$ cat config.mk
export PLATFORM = sky130hd
export DESIGN_NAME = bseq_burst_addr
export DESIGN_NICKNAME = d
export VERILOG_FILES = /design/src/rtl/bseq_pkg.sv /design/src/rtl/bseq_load_ctl.sv /design/src/rtl/bseq_beat_reg.sv /design/src/rtl/bseq_order_map.sv /design/src/rtl/bseq_burst_addr.sv
export SDC_FILE = /design/constraint.sdc
export NUM_CORES = 1
export LEC_CHECK = 0
export BUFFER_PORTS_ARGS = -buffer_cell sky130_fd_sc_hd__buf_2
export CORE_AREA = 2 2 39 41
export DETAILED_ROUTE_END_ITERATION = 10
export DIE_AREA = 0 0 41 43
export PLACE_DENSITY = 0.62
export SLEW_MARGIN = 0
export SYNTH_ARGS = -nofsm -noshare
export SYNTH_HDL_FRONTEND = slang
export SYNTH_SLANG_ARGS = --single-unit
$ cat constraint.sdc
create_clock -name clk -period 0.95 [get_ports clk]
set_input_delay 0.0475 -clock clk [delete_from_list [all_inputs] [get_ports clk]]
set_output_delay 0.0475 -clock clk [all_outputs]
set_load 0.005 [all_outputs]
$ cat src/rtl/bseq_pkg.sv
package bseq_pkg;

  typedef enum logic {
    ORD_LINEAR      = 1'b0,
    ORD_INTERLEAVED = 1'b1
  } order_e;

  typedef enum logic [1:0] {
    EV_HOLD    = 2'd0,
    EV_ADVANCE = 2'd1,
    EV_RELOAD  = 2'd2
  } seq_event_e;

endpackage

$ cat src/rtl/bseq_load_ctl.sv
module bseq_load_ctl
  import bseq_pkg::*;
(
  input  logic       proc_strobe_n,
  input  logic       ctrl_strobe_n,
  input  logic       adv_n,
  output seq_event_e ev
);

  logic strobe_seen;

  assign strobe_seen = ~proc_strobe_n | ~ctrl_strobe_n;

  // A strobe wins over advance.
  always_comb begin
    if (strobe_seen)  ev = EV_RELOAD;
    else if (!adv_n)  ev = EV_ADVANCE;
    else              ev = EV_HOLD;
  end

endmodule

$ cat src/rtl/bseq_beat_reg.sv
module bseq_beat_reg
  import bseq_pkg::*;
#(
  parameter int OFS_W = 2
) (
  input  logic             clk,
  input  logic             rst,
  input  seq_event_e       ev,
  input  logic [OFS_W-1:0] start_lo,
  output logic [OFS_W-1:0] start_q,
  output logic [OFS_W-1:0] beat_q
);

  localparam logic [OFS_W-1:0] ONE = OFS_W'(1);

  always_ff @(posedge clk) begin
    if (rst) begin
      start_q <= '0;
      beat_q  <= '0;
    end else begin
      unique case (ev)
        EV_RELOAD: begin
          start_q <= start_lo;
          beat_q  <= '0;
        end
        EV_ADVANCE: beat_q <= beat_q + ONE;
        default: begin
          start_q <= start_q;
          beat_q  <= beat_q;
        end
      endcase
    end
  end

endmodule

$ cat src/rtl/bseq_order_map.sv
module bseq_order_map
  import bseq_pkg::*;
#(
  parameter int OFS_W = 2
) (
  input  order_e           order,
  input  logic [OFS_W-1:0] start_q,
  input  logic [OFS_W-1:0] beat_q,
  output logic [OFS_W-1:0] ofs
);

  logic [OFS_W-1:0] lin_ofs;
  logic [OFS_W-1:0] ilv_ofs;

  assign lin_ofs = start_q + beat_q;

  for (genvar b = 0; b < OFS_W; b++) begin : g_ilv_bit
    assign ilv_ofs[b] = start_q[b] ^ beat_q[b];
  end

  assign ofs = (order == ORD_INTERLEAVED) ? ilv_ofs : lin_ofs;

endmodule

$ cat src/rtl/bseq_burst_addr.sv
module bseq_burst_addr
  import bseq_pkg::*;
#(
  parameter int ADDR_W = 16,
  parameter int OFS_W  = 2
) (
  input  logic                    clk,
  input  logic                    rst,
  input  logic                    mode_ilv,
  input  logic                    proc_strobe_n,
  input  logic                    ctrl_strobe_n,
  input  logic                    adv_n,
  input  logic [OFS_W-1:0]        start_lo,
  input  logic [ADDR_W-OFS_W-1:0] upper_addr,
  output logic [OFS_W-1:0]        burst_ofs,
  output logic [OFS_W-1:0]        beat_idx,
  output logic [ADDR_W-1:0]       full_addr
);

  localparam int UP_W = ADDR_W - OFS_W;

  seq_event_e       ev;
  logic [OFS_W-1:0] start_q;
  logic [OFS_W-1:0] beat_q;
  order_e           order;

  assign order = order_e'(mode_ilv);

  bseq_load_ctl u_load_ctl (
    .proc_strobe_n (proc_strobe_n),
    .ctrl_strobe_n (ctrl_strobe_n),
    .adv_n         (adv_n),
    .ev            (ev)
  );

  bseq_beat_reg #(.OFS_W(OFS_W)) u_beat_reg (
    .clk      (clk),
    .rst      (rst),
    .ev       (ev),
    .start_lo (start_lo),
    .start_q  (start_q),
    .beat_q   (beat_q)
  );

  bseq_order_map #(.OFS_W(OFS_W)) u_order_map (
    .order   (order),
    .start_q (start_q),
    .beat_q  (beat_q),
    .ofs     (burst_ofs)
  );

  assign beat_idx                     = beat_q;
  assign full_addr[OFS_W-1:0]         = burst_ofs;
  assign full_addr[ADDR_W-1:OFS_W]    = upper_addr[UP_W-1:0];

endmodule

==> impl_metrics.toml <==
[setup_path]
r2r_cells = 4
slowest_stage = "dfxtp_4"
worstSetupPathDepth = 4
path_cells = "ha_4 -> nor2b_4 -> xnor2_2 -> buf_2"
arrival_ns = 1.10
crit_path_max_fanout = 3
cpLargestDelayFamily = "flip-flops"
rrSetupSlack_ns = 0.04
start_kind = "register"
startpoint = "u_beat_reg.beat_q[0]"
required_ns = 0.90
max_stage_delay_ns = 0.35
path_class = "reg2out"
end_kind = "primary output"
r2r_end = "u_beat_reg.beat_q[1]"
rr_startpoint = "u_beat_reg.beat_q[0]"
crit_end = "burst_ofs[1]"
cp_num_buf_inv = 1

[finish]
nets = 62
seqCellArea_um2 = 85.1
multi_input_comb_area_um2 = 158
num_antenna_cells = 0
fillCellCount = 151
final_util_pct = 26.8
syn_to_final_growth_pct = 14.7
drive_above_1_share_pct = 73.0

[pwr]
p_int_mw = 0.366
pwr-share-clk_pct = 44.0
peakVddDrop_mv = 0.441
sw_frac_of_total_pct = 22.8
static-leakage-power_nw = 0.158
power.density_nw_per_um2 = 1280
p_comb_share_pct = 17.8
power_switching_mw = 0.108
power_frac_seq_pct = 38.2
power_mw = 0.474

[global_routing]
grt_antenna_before_repair = 0
use_met2_pct = 10.9
grt_max_degree = 5
use_met3_pct = 6.81
first_global_vias = 236
track_usage_pct = 7.32
use_met1_pct = 5.13
overflow = 0
busiest_layer = "met2"
grt_pass1_wl_um = 814

[die]
num_io_pins = 42
die-height_um = 43
die-area_um2 = 1760
rows = 14
initial_utilization_pct = 23.3
design.core.area_um2 = 1380
dieWidth_um = 41

[synthesis]
syn_area_per_cell_um2 = 8.97
seq_area_frac_synth_pct = 24.8
yosys-top-cells-area = "buf_4 (37%), dfxtp_1 (25%), xnor2_1 (8.1%), nor2b_4 (4.3%), ha_1 (3.9%)"
synth_top_area_share_pct = 37.2
syn-cell-area_um2 = 323
synth_cells = 36
synth_top_area_cell = "buf_4"
synth.distinct_cells = 13
ys_warn_count = 0
ys_seq_elements = 4
synth_nets = 59

[clock_tree]
cts_buffer_depth = 2
cts.clk_slew.worst_paths_ns = 0.04
cts_buffers = 3
cts_sinks = 4
clkLatencyLatePin_ns = 0.23
tritoncts = "built"
root_buffer = "clkbuf_4"
h-tree-depth = 1

[drt]
postRouteWirelength_um = 493
drtPass1Iterations = 1
drtIter0Drc = 0
antenna_left = 0
routed_via_density = 3.91
drc = 0
num_vias = 207
wl_per_cell_um = 9.30

[sta]
rsz0062_at_grt = "yes"
period_needed_ns = 1.14
hold_violations = 0
tightest_slew_ns = 0.176
fin_crit_sh_pct = 120
finClkSkew_ns = 0.0000544
setup_viol = 4
drv_slew = 0
fmax_mhz = 875
slew-limit-headroom_pct = 88.2
tns_ns = -0.459
worst_slack_ns = -0.193

[placed_design]
gp_congestion = 0.623
io_buffers = 13
pre_cts_ws_ns = 0.00243
hpwlAfterDp_um = 404

[outcome]
violations = "negative setup slack"
status = "finished, violations left"

[run]
drv_cap = 0

[worst_hold_path]
hold_depth = 2
min_path_type = "in2reg"
cells in the final DEF, fill, tap and decap left out:
master and instances:
xnor2_2 2, clkbuf_4 3, dfxtp_4 1, dfxtp_2 1, buf_2 11, nand2_2 1
buf_4 1, nand3_1 2, nor3_2 1, and2b_1 1, nor4_2 1, nand2_1 2
buf_6 2, dfxtp_1 2, xnor2_1 1, nor2b_4 2, ha_4 1, a21oi_1 2
per-stage QoR:
step	hold WS, ns	std cells	area, um2
after floorplan	0.111	36	342
after global placement	0.0950	49	307
after detailed placement	0.0950	49	307
after CTS	0.0350	52	353
after global routing	0.0437	53	370
final	0.0412	53	370
sequential cells by signal (all words and copies together) (netlist names):
signal	flops
u_beat_reg.beat_q	2
u_beat_reg.start_q	2
synthesized netlist by cell type (all sizes together):
| library cell | number |
|---|---|
| nor3 | 1 |
| ha | 1 |
| buf | 16 |
| and2b | 1 |
| dfxtp | 4 |
| nand2 | 3 |
| nor2b | 2 |
| a21oi | 2 |
| nand3 | 2 |
| nor4 | 1 |
| xnor2 | 3 |
cells by family (layout without fill, tap and decap cells):
group	Yosys count	after routing	share of synthesized area, %
DFF	4	4	24.8
buffers and inverters	16	17	37.2
AOI/OAI and AO/OA	2	2	3.10
adders and majority gates	1	1	3.88
and+or+nand+nor	10	10	22.9
xor gates and xnor gates	3	3	8.14
cell type report:
class / instances / share of cell area (%)
Multi-Input combinational cell: 16 / 42.6
Sequential cell: 4 / 23.0
Timing Repair Buffer: 14 / 23.0
Clock buffer: 3 / 6.08
Tap cell: 16 / 5.41
metal layers:
metal | wire [um] | part of all wire (%)
met1 | 159 | 32
met2 | 264 | 54
met4 | 0 | 0
met5 | 0 | 0
met3 | 69 | 14
worst reg2reg max path, cell delays in order (launching register included):
cell and delay, ns:
dfxtp_4 0.35, buf_4 0.13, nor2b_4 0.12, xnor2_1 0.16
nor3_2 0.05
power by group through the flow:
| stage | Combinational, mW | Sequential [mW] | Clock, mW |
|---|---|---|---|
| 2_1_floorplan | 0.0875 | 0.182 | 0 |
| 3_3_place_gp | 0.0677 | 0.183 | 0 |
| 3_5_place_dp | 0.0684 | 0.183 | 0 |
| 4_1_cts | 0.0821 | 0.183 | 0.221 |
| 5_1_grt | 0.0960 | 0.182 | 0.229 |
| 6_report | 0.0847 | 0.181 | 0.209 |
what timing repair did:
action,CTS,global route
setup buffers,0,1
hold buffers,0,0
pin swaps,1,0
setup endpoints to repair,4,4
resized for setup,4,2
worst min path at each step:
stage                              start                    to  slack (ns)
final                                rst  u_beat_reg.beat_q[0]        0.04
after global routing                 rst  u_beat_reg.beat_q[0]        0.04
after CTS                            rst  u_beat_reg.beat_q[0]        0.03
after detailed placement  upper_addr[10]         full_addr[12]         0.1
after global placement    upper_addr[10]         full_addr[12]         0.1
after floorplan                      rst  u_beat_reg.beat_q[0]        0.11
Power figures use the tool's default switching activity.
